## src/rtl/usbrx_pkg.sv

```systemverilog
package usbrx_pkg;
    typedef enum logic [1:0] {
        BK_FREE  = 2'd0,
        BK_FILL  = 2'd1,
        BK_READY = 2'd2
    } bank_st_e;

    typedef enum logic {
        U_IDLE = 1'b0,
        U_RECV = 1'b1
    } wr_st_e;

    typedef enum logic {
        RD_WAIT = 1'b0,
        RD_OWN  = 1'b1
    } rd_st_e;
endpackage

```

## src/rtl/usbrx_bank.sv

```systemverilog
module usbrx_bank
    import usbrx_pkg::*;
#(
    parameter int MAX_PKT = 64,
    parameter int DATA_W  = 8,
    localparam int CNT_W  = $clog2(MAX_PKT + 1),
    localparam int AW     = $clog2(MAX_PKT)
) (
    input  logic              clk,
    input  logic              rst_n,
    input  logic              fill_start,
    input  logic              wr_en,
    input  logic [DATA_W-1:0] wr_data,
    input  logic              fill_done,
    input  logic              release_i,
    input  logic              clear_i,
    input  logic [AW-1:0]     rd_addr,
    output logic [DATA_W-1:0] rd_data,
    output bank_st_e          st_o,
    output logic [CNT_W-1:0]  cnt_o
);
    localparam logic [CNT_W-1:0] MAX_CNT = CNT_W'(MAX_PKT);

    logic [DATA_W-1:0] mem [MAX_PKT];
    bank_st_e          st, st_nxt;
    logic [CNT_W-1:0]  cnt;
    logic              room;

    assign room = (cnt < MAX_CNT);

    always_comb begin
        st_nxt = st;
        unique case (st)
            BK_FREE:  if (fill_start) st_nxt = BK_FILL;   // fill_begin
            BK_FILL:  if (fill_done)  st_nxt = BK_READY;  // fill_end
            BK_READY: if (release_i)  st_nxt = BK_FREE;   // hand_back
            default:                  st_nxt = BK_FREE;
        endcase
        if (clear_i) st_nxt = BK_FREE;                    // wipe
    end

    always_ff @(posedge clk) begin
        if (!rst_n) begin
            st  <= BK_FREE;
            cnt <= '0;
        end else begin
            st <= st_nxt;
            if (clear_i || fill_start) begin
                cnt <= '0;
            end else if (wr_en && room) begin
                cnt <= cnt + 1'b1;
            end
        end
    end

    always_ff @(posedge clk) begin
        if (wr_en && room && !clear_i && !fill_start) begin
            mem[cnt[AW-1:0]] <= wr_data;
        end
    end

    assign rd_data = mem[rd_addr];
    assign st_o    = st;
    assign cnt_o   = cnt;

    // the stored count never exceeds the bank size
    a_r2_cnt_cap: assert property (@(posedge clk) disable iff (!rst_n)
        cnt <= MAX_CNT);

    // software only hands back a bank that holds a finished packet
    a_r6_release_ready: assert property (@(posedge clk) disable iff (!rst_n)
        release_i |-> st == BK_READY);

    // a wipe always leaves the bank free
    a_r9_clear_frees: assert property (@(posedge clk) disable iff (!rst_n)
        clear_i |=> st == BK_FREE);
endmodule

```

## src/rtl/usbrx_wr_fsm.sv

```systemverilog
module usbrx_wr_fsm
    import usbrx_pkg::*;
(
    input  logic       clk,
    input  logic       rst_n,
    input  logic       usb_start,
    input  logic       usb_wr_vld,
    input  logic       usb_end,
    input  logic       fifo_clr,
    input  logic [1:0] bank_free,
    output logic [1:0] fill_start,
    output logic [1:0] wr_en,
    output logic [1:0] fill_done,
    output logic       clr_go,
    output logic       clr_refused
);
    wr_st_e state, state_nxt;
    logic   wptr;

    always_comb begin
        state_nxt = state;
        unique case (state)
            U_IDLE: if (!fifo_clr && usb_start && bank_free[wptr]) state_nxt = U_RECV; // start_accept
            U_RECV: if (usb_end) state_nxt = U_IDLE;                                   // end_commit
            default: state_nxt = U_IDLE;
        endcase
    end

    always_ff @(posedge clk) begin
        if (!rst_n) begin
            state       <= U_IDLE;
            wptr        <= 1'b0;
            clr_refused <= 1'b0;
        end else begin
            state       <= state_nxt;
            clr_refused <= fifo_clr && (state == U_RECV);
            if (clr_go) begin
                wptr <= 1'b0;
            end else if (state == U_RECV && usb_end) begin
                wptr <= ~wptr;
            end
        end
    end

    always_comb begin
        fill_start = 2'b00;
        wr_en      = 2'b00;
        fill_done  = 2'b00;
        clr_go     = fifo_clr && (state == U_IDLE);
        if (state == U_IDLE && state_nxt == U_RECV) fill_start[wptr] = 1'b1;
        if (state == U_RECV) begin
            wr_en[wptr]     = usb_wr_vld;
            fill_done[wptr] = usb_end;
        end
    end

    // a start aimed at an occupied bank is not taken
    a_r8_no_start_full: assert property (@(posedge clk) disable iff (!rst_n)
        (state == U_IDLE && usb_start && !bank_free[wptr]) |=> state == U_IDLE);

    // a clear during reception does not end the packet
    a_r10_clr_refused_keeps: assert property (@(posedge clk) disable iff (!rst_n)
        (state == U_RECV && fifo_clr && !usb_end) |=> state == U_RECV);
endmodule

```

## src/rtl/usbrx_rd_fsm.sv

```systemverilog
module usbrx_rd_fsm
    import usbrx_pkg::*;
#(
    parameter int MAX_PKT = 64,
    parameter int DATA_W  = 8,
    localparam int CNT_W  = $clog2(MAX_PKT + 1),
    localparam int AW     = $clog2(MAX_PKT)
) (
    input  logic                  clk,
    input  logic                  rst_n,
    input  logic                  cpu_rd,
    input  logic                  cpu_trig,
    input  logic                  clr_go,
    input  logic [1:0]            bank_ready,
    input  logic [2*CNT_W-1:0]    cnt_pk,
    input  logic [2*DATA_W-1:0]   rdat_pk,
    output logic [1:0]            release_o,
    output logic [AW-1:0]         rd_addr,
    output logic [CNT_W-1:0]      rx_size,
    output logic [DATA_W-1:0]     cpu_rd_data,
    output logic                  cpu_rd_err
);
    rd_st_e            state, state_nxt;
    logic              rptr, rptr_nxt;
    logic [CNT_W-1:0]  idx;
    logic [CNT_W-1:0]  cur_cnt;
    logic [DATA_W-1:0] cur_dat;

    assign cur_cnt = rptr ? cnt_pk[2*CNT_W-1:CNT_W]    : cnt_pk[CNT_W-1:0];
    assign cur_dat = rptr ? rdat_pk[2*DATA_W-1:DATA_W] : rdat_pk[DATA_W-1:0];

    always_comb begin
        state_nxt = state;
        rptr_nxt  = rptr;
        unique case (state)
            RD_WAIT: begin
                if (bank_ready[rptr]) begin
                    state_nxt = RD_OWN;                       // pkt_seen
                end else if (cpu_trig && bank_ready[~rptr]) begin
                    state_nxt = RD_OWN;                       // skip_ahead
                    rptr_nxt  = ~rptr;
                end
            end
            RD_OWN: begin
                if (cpu_trig) begin
                    rptr_nxt  = ~rptr;
                    state_nxt = bank_ready[~rptr] ? RD_OWN    // swap_full
                                                  : RD_WAIT;  // swap_empty
                end
            end
            default: state_nxt = RD_WAIT;
        endcase
    end

    always_ff @(posedge clk) begin
        if (!rst_n) begin
            state       <= RD_WAIT;
            rptr        <= 1'b0;
            idx         <= '0;
            cpu_rd_data <= '0;
            cpu_rd_err  <= 1'b0;
        end else if (clr_go) begin
            state      <= RD_WAIT;
            rptr       <= 1'b0;
            idx        <= '0;
            cpu_rd_err <= 1'b0;
        end else begin
            state      <= state_nxt;
            rptr       <= rptr_nxt;
            cpu_rd_err <= 1'b0;
            if (state == RD_OWN && cpu_trig) begin
                idx <= '0;
            end else if (cpu_rd) begin
                if (state == RD_OWN && idx < cur_cnt) begin
                    cpu_rd_data <= cur_dat;
                    idx         <= idx + 1'b1;
                end else begin
                    cpu_rd_err <= 1'b1;
                end
            end
        end
    end

    always_comb begin
        release_o       = 2'b00;
        release_o[rptr] = (state == RD_OWN) && cpu_trig && !clr_go;
        rd_addr         = idx[AW-1:0];
        rx_size         = (state == RD_OWN) ? cur_cnt : '0;
    end

    // the read index never passes the owned bank's count
    a_r5_idx_bound: assert property (@(posedge clk) disable iff (!rst_n)
        (state == RD_OWN) |-> idx <= cur_cnt);

    // an overread returns no new data
    a_r5_err_hold: assert property (@(posedge clk) disable iff (!rst_n)
        cpu_rd_err |-> $stable(cpu_rd_data));

    // software only owns a bank that holds a finished packet
    a_r3_own_ready: assert property (@(posedge clk) disable iff (!rst_n)
        (state == RD_OWN) |-> bank_ready[rptr]);
endmodule

```

## src/rtl/usb_rx_pingpong.sv

```systemverilog
module usb_rx_pingpong
    import usbrx_pkg::*;
#(
    parameter int MAX_PKT = 64,
    parameter int DATA_W  = 8,
    localparam int CNT_W  = $clog2(MAX_PKT + 1),
    localparam int AW     = $clog2(MAX_PKT)
) (
    input  logic              clk,
    input  logic              rst_n,
    input  logic              usb_start,
    input  logic              usb_wr_vld,
    input  logic [DATA_W-1:0] usb_wr_data,
    input  logic              usb_end,
    output logic              usb_full,
    input  logic              cpu_rd,
    output logic [DATA_W-1:0] cpu_rd_data,
    output logic              cpu_rd_err,
    input  logic              cpu_trig,
    output logic [CNT_W-1:0]  rx_size,
    input  logic              fifo_clr,
    output logic              clr_refused
);
    logic [1:0]          fill_start, wr_en, fill_done, release_b;
    logic [1:0]          bank_free, bank_ready;
    logic                clr_go;
    logic [AW-1:0]       rd_addr;
    logic [2*CNT_W-1:0]  cnt_pk;
    logic [2*DATA_W-1:0] rdat_pk;

    for (genvar b = 0; b < 2; b++) begin : g_bank
        bank_st_e          st;
        logic [CNT_W-1:0]  cnt;
        logic [DATA_W-1:0] rdat;

        usbrx_bank #(.MAX_PKT(MAX_PKT), .DATA_W(DATA_W)) i_bank (
            .clk        (clk),
            .rst_n      (rst_n),
            .fill_start (fill_start[b]),
            .wr_en      (wr_en[b]),
            .wr_data    (usb_wr_data),
            .fill_done  (fill_done[b]),
            .release_i  (release_b[b]),
            .clear_i    (clr_go),
            .rd_addr    (rd_addr),
            .rd_data    (rdat),
            .st_o       (st),
            .cnt_o      (cnt)
        );

        assign bank_free[b]                      = (st == BK_FREE);
        assign bank_ready[b]                     = (st == BK_READY);
        assign cnt_pk[b*CNT_W +: CNT_W]          = cnt;
        assign rdat_pk[b*DATA_W +: DATA_W]       = rdat;
    end

    usbrx_wr_fsm i_wr (
        .clk         (clk),
        .rst_n       (rst_n),
        .usb_start   (usb_start),
        .usb_wr_vld  (usb_wr_vld),
        .usb_end     (usb_end),
        .fifo_clr    (fifo_clr),
        .bank_free   (bank_free),
        .fill_start  (fill_start),
        .wr_en       (wr_en),
        .fill_done   (fill_done),
        .clr_go      (clr_go),
        .clr_refused (clr_refused)
    );

    usbrx_rd_fsm #(.MAX_PKT(MAX_PKT), .DATA_W(DATA_W)) i_rd (
        .clk         (clk),
        .rst_n       (rst_n),
        .cpu_rd      (cpu_rd),
        .cpu_trig    (cpu_trig),
        .clr_go      (clr_go),
        .bank_ready  (bank_ready),
        .cnt_pk      (cnt_pk),
        .rdat_pk     (rdat_pk),
        .release_o   (release_b),
        .rd_addr     (rd_addr),
        .rx_size     (rx_size),
        .cpu_rd_data (cpu_rd_data),
        .cpu_rd_err  (cpu_rd_err)
    );

    assign usb_full = &bank_ready;

    // only one bank is ever being filled
    a_r8_single_fill: assert property (@(posedge clk) disable iff (!rst_n)
        $onehot0(fill_start | wr_en | fill_done));

    // full drops only through a hand-back or a clear
    a_r8_full_exit: assert property (@(posedge clk) disable iff (!rst_n)
        (usb_full && !cpu_trig && !fifo_clr) |=> usb_full);
endmodule

```

## config.mk

```make
export PLATFORM = sky130hd
export DESIGN_NAME = usb_rx_pingpong
export DESIGN_NICKNAME = d
export VERILOG_FILES = /design/src/rtl/usbrx_pkg.sv /design/src/rtl/usbrx_bank.sv /design/src/rtl/usbrx_wr_fsm.sv /design/src/rtl/usbrx_rd_fsm.sv /design/src/rtl/usb_rx_pingpong.sv
export SDC_FILE = /design/constraint.sdc
export NUM_CORES = 1
export LEC_CHECK = 0
export BUFFER_PORTS_ARGS = -buffer_cell sky130_fd_sc_hd__buf_2
export CELL_PAD_IN_SITES_DETAIL_PLACEMENT = 1
export CELL_PAD_IN_SITES_GLOBAL_PLACEMENT = 1
export CORE_MARGIN = 10
export CORE_UTILIZATION = 55
export CTS_CLUSTER_DIAMETER = 30
export CTS_CLUSTER_SIZE = 28
export DETAILED_ROUTE_END_ITERATION = 10
export HOLD_SLACK_MARGIN = 0.1
export PLACE_DENSITY_LB_ADDON = 0.1
export SLEW_MARGIN = 25
export SYNTH_ARGS = -nofsm -noshare
export SYNTH_HDL_FRONTEND = slang
export SYNTH_HIERARCHICAL = 1
export SYNTH_SLANG_ARGS = --single-unit
```

## constraint.sdc

```tcl
create_clock -name clk -period 5.6 [get_ports clk]
set_input_delay 0.28 -clock clk [delete_from_list [all_inputs] [get_ports clk]]
set_output_delay 0.28 -clock clk [all_outputs]
set_load 0.1 [all_outputs]
```

==> results.json, run 1 <==
{
  "postSynthAreaPerCell_sq_um": 20.2,
  "synth_cell_types": 64,
  "numCtsBuffers": 192,
  "tns_ns": 0,
  "final_util_pct": 65.3,
  "route.detailed.drc": 0,
  "syn_inst": 2101,
  "ys_warn_count": 6,
  "cts_setup_buffers": 0,
  "fin_nets": 2270,
  "synth_top_flop_cell": "edfxtp_1",
  "dp_hpwl_um": 60100,
  "rsz0062_at_grt": "false",
  "critPathCaptureType": "register",
  "clk_pin_slew_ns": 0.05,
  "tightest_slew_ns": 1.05,
  "ys_seq_elements": 1063,
  "grt.overflow.total": 0,
  "synth_top_area_share_pct": 72.5,
  "num_vias": 21700,
  "cts_resized": 0,
  "post_drt_wl_per_cell_um": 30.6,
  "vdd.ir_drop.worst_mv": 0.292,
  "combPwrFrac_pct": 0.9,
  "routed_wl_um": 105000,
  "dr.pass1.iters": 5,
  "p_clk_share_pct": 55.5,
  "cts_tree": "done",
  "hold_ws_ns": 0.0976,
  "fin_crit_ns": 3.77,
  "ios": 34,
  "syn2layout_area_growth_pct": 17.3,
  "worstPathMaxFanout": 9,
  "arrival_ns": 4.14,
  "num_antenna_cells": 0,
  "seq_power_share_pct": 43.6,
  "synth_edf_count": 1024,
  "worstSetupStartpointType": "register",
  "crit_chain": "and3_2, nor2b_1, nand2_1, nor2_1, nand3_1, nor2_1",
  "syn_nets": 2126,
  "max_cap_viol_count": 0,
  "h-tree-depth": 4,
  "critPathSlowestCell": "nor2_1",
  "path_buf_inv": 0,
  "use_met3_pct": 5.83,
  "synth_area_leader_cell": "edfxtp_1",
  "cts_num_sinks": 1063,
  "internal_power_mw": 15.7,
  "p_leak_nw": 15.4,
  "dieArea_sq_um": 88700,
  "busiest_layer": "met2",
  "cpLargestDelayFamily": "simple AND/OR/NAND/NOR gates",
  "grt.met1_usage_pct": 33.6,
  "vias_per_cell": 6.30,
  "grt_pass1_vias": 23200,
  "die_w_um": 298,
  "io_buffers": 33,
  "clk_latency_ns": 0.76,
  "finalCritPeriodShare_pct": 67.4,
  "switching_share_pct": 21.4,
  "switchingPower_mw": 4.30,
  "dr.first_iter.drc_count": 2339,
  "grt_first_pass_wirelength_um": 158000,
  "cp.required_ns": 5.97,
  "final_common_cell": "edfxtp_1",
  "hold_viol_final": 0,
  "setup_viol": 0,
  "use_met2_pct": 36.9,
  "drv_slew": 0,
  "fmax_ghz": 0.265,
  "grt_max_degree": 83,
  "drive_gt1_share_pct": 27.5,
  "dieHeight_um": 298,
  "grt_antenna_before_repair": 2,
  "most-common-layout-cells": "1024 x edfxtp_1, 214 x mux4_2, 194 x nor2_1",
  "core_sq_um": 76200,
  "min_path_type": "in2reg",
  "max_stage_delay_ns": 0.95,
  "place_congestion": 0.878,
  "synth_area_sq_um": 42400,
  "path_class": "reg2reg",
  "yosysSeqAreaShare_pct": 74.3,
  "ant_nets": 0,
  "std_cell_rows": 101,
  "ys_top_cells_by_area": "edfxtp_1 72%, mux4_2 11%, dfxtp_1 1.8%",
  "slew_headroom_pct": 28.5,
  "cts_root_buf": "clkbuf_16",
  "ys_async_sr_fraction_pct": 0,
  "cts_buffer_depth": 3,
  "grt_usage_pct": 23.9,
  "start_util_pct": 55.7,
  "finClkSkew_ns": 0.0333,
  "p_per_area_nw_per_um2": 402,
  "crit_top_cell": "nor2_1",
  "status": "finished, final reports clean",
  "ff2ff_setup_slack_ns": 1.83
}
## per-layer routing
metal,routed length [um],up-vias
met5,0,-
met2,50200,949
met4,2170,0
li1,-,9078
met3,8940,165
met1,43900,11500
## cell type report
cell class	instances	area, sq um
repair buffers	71	578
inverters	8	30.0
flip-flops and latches	1063	31500
clock inverters	146	1460
multi-input cells	909	9970
fillers	6127	26400
well taps	1030	1290
clock buffers	218	4900
## Yosys cell counts, types with 17 or more instances
master,number
dfxtp_1,39
o22ai_1,48
a221oi_1,17
nor2b_1,42
mux4_1,26
nand2_1,42
mux2i_1,66
mux2_2,49
or4_1,17
nor2_1,197
edfxtp_1,1024
mux4_2,214
a21oi_1,19
buf_4,19
clkbuf_1,23
buf_2,35
o31ai_1,32
## timing repair
item                                    CTS  global route
endpoints found under the hold margin   223             0
hold buffers                             13             0
endpoints found under the setup margin    0             0
## power by group through the flow
stage               logic [mW]  clock network (mW)  registers [mW]
floorplan               0.0246                   0            8.89
global placement         0.170                   0            8.88
detailed placement       0.184                   0            8.88
CTS                      0.191                11.3            8.73
global route             0.206                11.7            8.72
finish                   0.190                11.1            8.73
## cell families (layout without fill, tap and decap cells)
| kind of cell | count (synthesis) | after routing | share of synthesized area [%] |
|---|---|---|---|
| simple gates | 360 | 360 | 4.03 |
| mux | 355 | 355 | 15.8 |
| flops | 1063 | 1063 | 74.3 |
| xor+xnor | 11 | 11 | 0.227 |
| buf+inv | 129 | 443 | 2.21 |
| compound gates | 174 | 174 | 3.12 |
| fa+ha+maj | 9 | 9 | 0.265 |
## worst paths after layout
kind / start / end / depth (start not counted)
worst max-delay path: i_wr/wptr / g_bank[1].i_bank/mem[3][3] / 6
worst min-delay path: usb_wr_data[3] / g_bank[1].i_bank/mem[32][3] / 1
worst min register to register: g_bank[1].i_bank/st_o[1] / g_bank[1].i_bank/st_o[0] / 1
worst max register to register: i_wr/wptr / g_bank[1].i_bank/mem[3][3] / 6
## state kept, by name, summed over array words and instances, names as in the netlist
signal / flops
i_rd/rptr: 1
i_wr/wptr: 1
i_rd/cpu_rd_data: 8
g_bank.i_bank/st_o: 4
i_wr/clr_refused: 1
g_bank.i_bank/cnt_o: 14
i_wr/state: 1
i_rd/state: 1
i_rd/cpu_rd_err: 1
g_bank.i_bank/mem: 1024
i_rd/idx: 7
## through the flow
step	total power [mW]	setup WS, ns	std cells	area [sq um]
final	20.0	1.83	3445	49800
after global routing	20.6	1.69	3445	49800
after CTS	20.2	1.98	3445	49800
after floorplan	8.91	3.10	2101	42400
after detailed placement	9.07	2.05	3068	43300
after global placement	9.05	2.16	3068	43300
No activity file was read; power rests on OpenSTA's default activity.
==> inputs of run 2 (changes only) <==
--- a/config.mk
+++ b/config.mk
@@ -5,11 +5,12 @@
 export SDC_FILE = /design/constraint.sdc
 export NUM_CORES = 1
 export LEC_CHECK = 0
+export ABC_AREA = 1
 export BUFFER_PORTS_ARGS = -buffer_cell sky130_fd_sc_hd__buf_2
 export CELL_PAD_IN_SITES_DETAIL_PLACEMENT = 1
 export CELL_PAD_IN_SITES_GLOBAL_PLACEMENT = 1
 export CORE_MARGIN = 10
-export CORE_UTILIZATION = 55
+export CORE_UTILIZATION = 47
 export CTS_CLUSTER_DIAMETER = 30
 export CTS_CLUSTER_SIZE = 28
 export DETAILED_ROUTE_END_ITERATION = 10
==> constraint.sdc (replaced) <==
create_clock -name clk -period 3.4 [get_ports clk]
set_input_delay 0.17 -clock clk [delete_from_list [all_inputs] [get_ports clk]]
set_output_delay 0.17 -clock clk [all_outputs]
set_load 0.1 [all_outputs]
==> results.json, run 2 <==
{
  "worstPathMaxFanout": 8,
  "dieHeight_um": 328,
  "num_vias": 31200,
  "die_w_um": 328,
  "max_cap_viol_count": 0,
  "place_congestion": 0.821,
  "worstSetupStartpointType": "register",
  "critPathCaptureType": "register",
  "finalCritPeriodShare_pct": 84.1,
  "synth_area_leader_cell": "edfxtp_1",
  "synth_area_sq_um": 44500,
  "final_common_cell": "nand2_1",
  "synth.most_common_cell": "nand2_1",
  "postSynthAreaPerCell_sq_um": 11.4,
  "numCtsBuffers": 215,
  "synth_edf_count": 1024,
  "crit_top_cell": "inv_1",
  "clk_latency_ns": 0.78,
  "cts_num_sinks": 1063,
  "clk_pin_slew_ns": 0.04,
  "path_class": "reg2reg",
  "grt.overflow.total": 0,
  "cts_tree": "done",
  "ys_top_cells_by_area": "edfxtp_1 69%, nand2_1 12%, nand3_1 9.9%",
  "multi_input_area_sq_um": 11100,
  "syn_nets": 3941,
  "min_path_type": "in2reg",
  "place_inst": 5102,
  "status": "finished, final reports clean",
  "fin_crit_ns": 2.86,
  "yosys-top-cells-count": "1388 x nand2_1, 1024 x edfxtp_1, 880 x nand3_1, 175 x nor2_1, 79 x buf_2",
  "finClkSkew_ns": 0.0315,
  "dr.pass1.iters": 5,
  "core_sq_um": 93600,
  "ff_latch_area_sq_um": 31500,
  "synth_top_flop_cell": "edfxtp_1",
  "routed_wl_um": 133000,
  "ys_async_sr_fraction_pct": 0,
  "syn2layout_area_growth_pct": 20.6,
  "synth_top_area_share_pct": 69.1,
  "tightest_slew_ns": 1.06,
  "hold_viol_final": 0,
  "fin_nets": 4108,
  "crit_chain": "inv_1, nor3_1, inv_1, nor2_2, inv_1, nor3_4, nand4_1, buf_4, nor2_1",
  "grt_first_pass_wirelength_um": 202000,
  "preCtsSetupSlack_ns": 0.573,
  "cts_resized": 0,
  "drive_gt1_share_pct": 12.6,
  "grt_pass1_vias": 32800,
  "most-common-layout-cells": "1388 x nand2_1, 1024 x edfxtp_1, 880 x nand3_1",
  "max_stage_delay_ns": 0.75,
  "fillers": 9606,
  "dp_hpwl_um": 75400,
  "dr.first_iter.drc_count": 2778,
  "h-tree-depth": 4,
  "setup_viol": 0,
  "critPathSlowestCell": "nor2_1",
  "tns_ns": 0,
  "drv_slew": 0,
  "ys_seq_elements": 1063,
  "start_util_pct": 47.5,
  "power.total_mw": 36.5,
  "grt_max_degree": 111,
  "syn_inst": 3916,
  "arrival_ns": 3.23,
  "stdcell_area_sq_um": 53700,
  "cp.required_ns": 3.77,
  "ys_warn_count": 6,
  "cts_root_buf": "clkbuf_16",
  "hold_ws_ns": 0.327,
  "std_cell_rows": 112,
  "cts_setup_buffers": 0,
  "largest_reg_flops": 1024,
  "ant_nets": 0,
  "p_leak_nw": 19.6,
  "vias_per_cell": 5.66,
  "grt_antenna_before_repair": 7,
  "ios": 34,
  "io_buffers": 33,
  "rsz0062_at_grt": "false",
  "fmax_ghz": 0.350,
  "cts_buffer_depth": 3,
  "p_per_area_nw_per_um2": 679,
  "final_util_pct": 57.3,
  "setup_ws_ns": 0.541,
  "vdd.ir_drop.worst_mv": 0.820,
  "placed_cell_area_sq_um": 45900,
  "route.detailed.drc": 0,
  "grt_usage_pct": 24.6,
  "synth_cell_types": 35,
  "stdcell_count": 5522,
  "yosysSeqAreaShare_pct": 70.9,
  "slew_headroom_pct": 29.3,
  "dieArea_sq_um": 107000,
  "post_drt_wl_per_cell_um": 24.1
}
run 2: cell count changes in the layout (fill, tap and decap cells not counted), moves of 24 or more:
cell,change
o22ai_1,-48
mux4_2,-214
buf_4,+84
nand2_1,+1346
clkbuf_16,+29
o31ai_1,-32
mux2i_1,-60
nand3_1,+869
bufinv_16,+24
mux4_1,-26
nor2b_1,-42
mux2_2,-49
inv_1,+48
run 2: cell type report:
class                   instances  area share [%]
well taps                    1254            2.92
repair buffers                180            3.09
multi-input cells            2558            20.7
clock buffers                 241            10.4
flip-flops and latches       1063            58.8
clock inverters               159            3.60
diodes                          2         0.00933
inverters                      65           0.492
run 2: layer usage:
layer | vias to the layer above | GRT usage (%) | wire [um]
met4 | 0 | 6.97 | 2640
met2 | 1033 | 39.2 | 62600
met3 | 182 | 4.29 | 8700
met5 | - | 0 | 0
met1 | 15900 | 34.5 | 59000
li1 | 14100 | - | -
run 2: cells by family after synthesis:
family	synth area share [%]
mux	0.135
fa+ha+maj	0.253
flops	70.9
xor+xnor	0.0985
compound gates	0.551
buf+inv	4.20
simple gates	23.9
run 2: worst paths after layout:
path,start,to,slack [ns],cells after the start
max,i_wr/wptr,g_bank[1].i_bank/mem[61][2],0.54,9
min,cpu_trig,i_rd/state,0.33,4
max reg2reg,i_wr/wptr,g_bank[1].i_bank/mem[61][2],0.54,9
min reg2reg,i_rd/idx[6],i_rd/idx[6],0.51,2
run 2: power by group:
group / internal (mW) / switching, mW / total, mW
clock: 14.6 / 7.07 / 21.7
sequential: 14.4 / 0.00415 / 14.4
combinational: 0.0614 / 0.313 / 0.374
total: 29.1 / 7.39 / 36.5
run 2: critical path, delay by kind of cell (launching register included):
family	cells	cell delay, ns
simple gates	5	1.50
flops	1	0.42
buf+inv	4	0.53
run 2: timing repair:
item                                    in CTS  in global routing
hold buffers                                18                  0
endpoints found under the hold margin      440                  0
endpoints found under the setup margin       0                  0
==> inputs of run 3 (changes only) <==
--- a/config.mk
+++ b/config.mk
@@ -5,12 +5,12 @@
 export SDC_FILE = /design/constraint.sdc
 export NUM_CORES = 1
 export LEC_CHECK = 0
-export ABC_AREA = 1
+export ABC_AREA = 0
 export BUFFER_PORTS_ARGS = -buffer_cell sky130_fd_sc_hd__buf_2
 export CELL_PAD_IN_SITES_DETAIL_PLACEMENT = 1
 export CELL_PAD_IN_SITES_GLOBAL_PLACEMENT = 1
 export CORE_MARGIN = 10
-export CORE_UTILIZATION = 47
+export CORE_UTILIZATION = 55
 export CTS_CLUSTER_DIAMETER = 30
 export CTS_CLUSTER_SIZE = 28
 export DETAILED_ROUTE_END_ITERATION = 10
==> constraint.sdc (replaced) <==
create_clock -name clk -period 2.9 [get_ports clk]
set_input_delay 0.145 -clock clk [delete_from_list [all_inputs] [get_ports clk]]
set_output_delay 0.145 -clock clk [all_outputs]
set_load 0.1 [all_outputs]
==> results.json, run 3 (synthesis results as in run 1) <==
{
  "p_clk_share_pct": 57.6,
  "rsz0062_at_grt": "true",
  "cp.required_ns": 3.52,
  "critPathCaptureType": "register",
  "status": "finished, final reports clean",
  "core_sq_um": 76200,
  "largest_reg_flops": 1024,
  "fillers": 6098,
  "hp-start": "usb_start",
  "setup_viol": 0,
  "grt_max_degree": 84,
  "dr.pass1.iters": 5,
  "cts_num_sinks": 1063,
  "routed_wl_um": 118000,
  "max_cap_viol_count": 0,
  "std_cell_rows": 101,
  "power.total_mw": 40.7,
  "most-common-layout-cells": "1024 x edfxtp_1, 267 x buf_4, 216 x mux4_2",
  "h-tree-depth": 4,
  "ios": 34,
  "seq_power_share_pct": 41.4,
  "r2r-end": "i_rd/cpu_rd_data[1]",
  "grt_usage_pct": 26.7,
  "cts_tree": "done",
  "r2r-start": "i_rd/idx[0]",
  "dp_hpwl_um": 67800,
  "ant_nets": 0,
  "io_buffers": 33,
  "grt_first_pass_wirelength_um": 176000,
  "dieArea_sq_um": 88700,
  "drive_gt1_share_pct": 35.3,
  "post_drt_wl_per_cell_um": 31.8,
  "num_antenna_cells": 0,
  "combPwrFrac_pct": 1.0,
  "path_class": "reg2reg",
  "p_per_area_nw_per_um2": 773,
  "dieHeight_um": 298,
  "vdd.ir_drop.worst_mv": 0.574,
  "route.detailed.drc": 0,
  "syn2layout_area_growth_pct": 24.2,
  "num_vias": 23400,
  "fmax_ghz": 0.355,
  "hold_viol_final": 0,
  "drv_slew": 0,
  "tns_ns": 0,
  "tightest_slew_ns": 1.00,
  "min_path_type": "in2reg",
  "grt.overflow.total": 0,
  "r2r_cells": 10,
  "worstSetupStartpointType": "register",
  "numCtsBuffers": 192,
  "internal_power_mw": 32.3,
  "grt_pass1_vias": 25300,
  "worstPathMaxFanout": 22,
  "cts_buffer_depth": 3,
  "clk_pin_slew_ns": 0.06,
  "finClkSkew_ns": 0.0355,
  "clk_latency_ns": 0.77,
  "fin_nets": 2542,
  "start_util_pct": 55.7,
  "switchingPower_mw": 8.45,
  "fin_crit_ns": 2.82,
  "final_common_cell": "edfxtp_1",
  "hold_ws_ns": 0.207,
  "finalCritPeriodShare_pct": 97.1,
  "min_to": "i_wr/state",
  "hold_depth": 4,
  "grt_antenna_before_repair": 3,
  "switching_share_pct": 20.7,
  "die_w_um": 298,
  "ff2ff_setup_slack_ns": 0.08,
  "arrival_ns": 3.44,
  "slew_headroom_pct": 33.2,
  "p_leak_nw": 17.1,
  "dr.first_iter.drc_count": 2397,
  "vias_per_cell": 6.29,
  "cts_root_buf": "clkbuf_16",
  "place_congestion": 0.848
}
==> run 3: routing by layer <==
layer	part of all wire, %	wire length (um)	GRT usage [%]	vias up
met2	49	57900	42.5	1073
met5	0.015	18	0	-
met3	7.7	9110	5.80	181
met4	2.2	2550	7.61	2
li1	-	-	-	9606
met1	41	48800	37.1	12500
==> run 3: final cells by class <==
type | count | area (sq um) | share of cell area, %
Multi-Input combinational cell | 909 | 10100 | 19.1
Sequential cell | 1063 | 31500 | 59.9
Clock buffer | 225 | 5040 | 9.57
Timing Repair Buffer | 343 | 2890 | 5.48
Tap cell | 1030 | 1290 | 2.45
Inverter | 8 | 30.0 | 0.0570
Clock inverter | 141 | 1810 | 3.43
==> run 3: what timing repair did <==
item	4_1_cts	5_1_grt
gates resized for setup	10	27
endpoints found under the hold margin	424	0
endpoints found under the setup margin	7	10
hold buffers	28	0
setup buffers	4	2
pin swaps	1	1
gates cloned	0	1
==> run 3: power groups by stage <==
stage	combinational, mW	sequential, mW	clock [mW]
2_1_floorplan	0.0474	17.2	0
3_3_place_gp	0.348	17.1	0
3_5_place_dp	0.378	17.1	0
4_1_cts	0.415	16.9	23.7
5_1_grt	0.448	16.8	24.5
6_report	0.421	16.9	23.5
==> run 3: worst max-delay path by stage <==
stage,start,cells after the start,slack (ns),to
after floorplan,i_rd/idx[0],12,0.51,i_rd/cpu_rd_data[3]
after global placement,i_rd/idx[0],10,-0.50,i_rd/cpu_rd_data[0]
after detailed placement,i_rd/idx[1],9,-0.27,i_rd/cpu_rd_data[0]
after CTS,i_rd/idx[0],8,-0.01,i_rd/cpu_rd_data[0]
after global routing,i_rd/idx[0],9,-0.02,i_rd/cpu_rd_data[3]
final,i_rd/idx[0],10,0.08,i_rd/cpu_rd_data[1]
==> run 3: per-stage QoR <==
step	instances	util [%]	setup WS [ns]	area, sq um
5_1_grt	3719	69.1	-0.0225	52700
2_1_floorplan	2101	-	0.513	42400
3_3_place_gp	3318	59.5	-0.498	45300
4_1_cts	3716	69.0	-0.0110	52500
6_report	3719	69.1	0.0841	52700
3_5_place_dp	3318	59.5	-0.275	45300
==> run 3: critical path, stage by stage (launching register included) <==
cell,delay [ns]
dfxtp_4,0.40
buf_12,0.21
buf_16,0.22
mux4_2,0.51
nor2b_1,0.18
a2111oi_4,0.42
buf_4,0.18
or4_1,0.16
o31ai_1,0.10
mux2i_1,0.16
a211oi_1,0.10
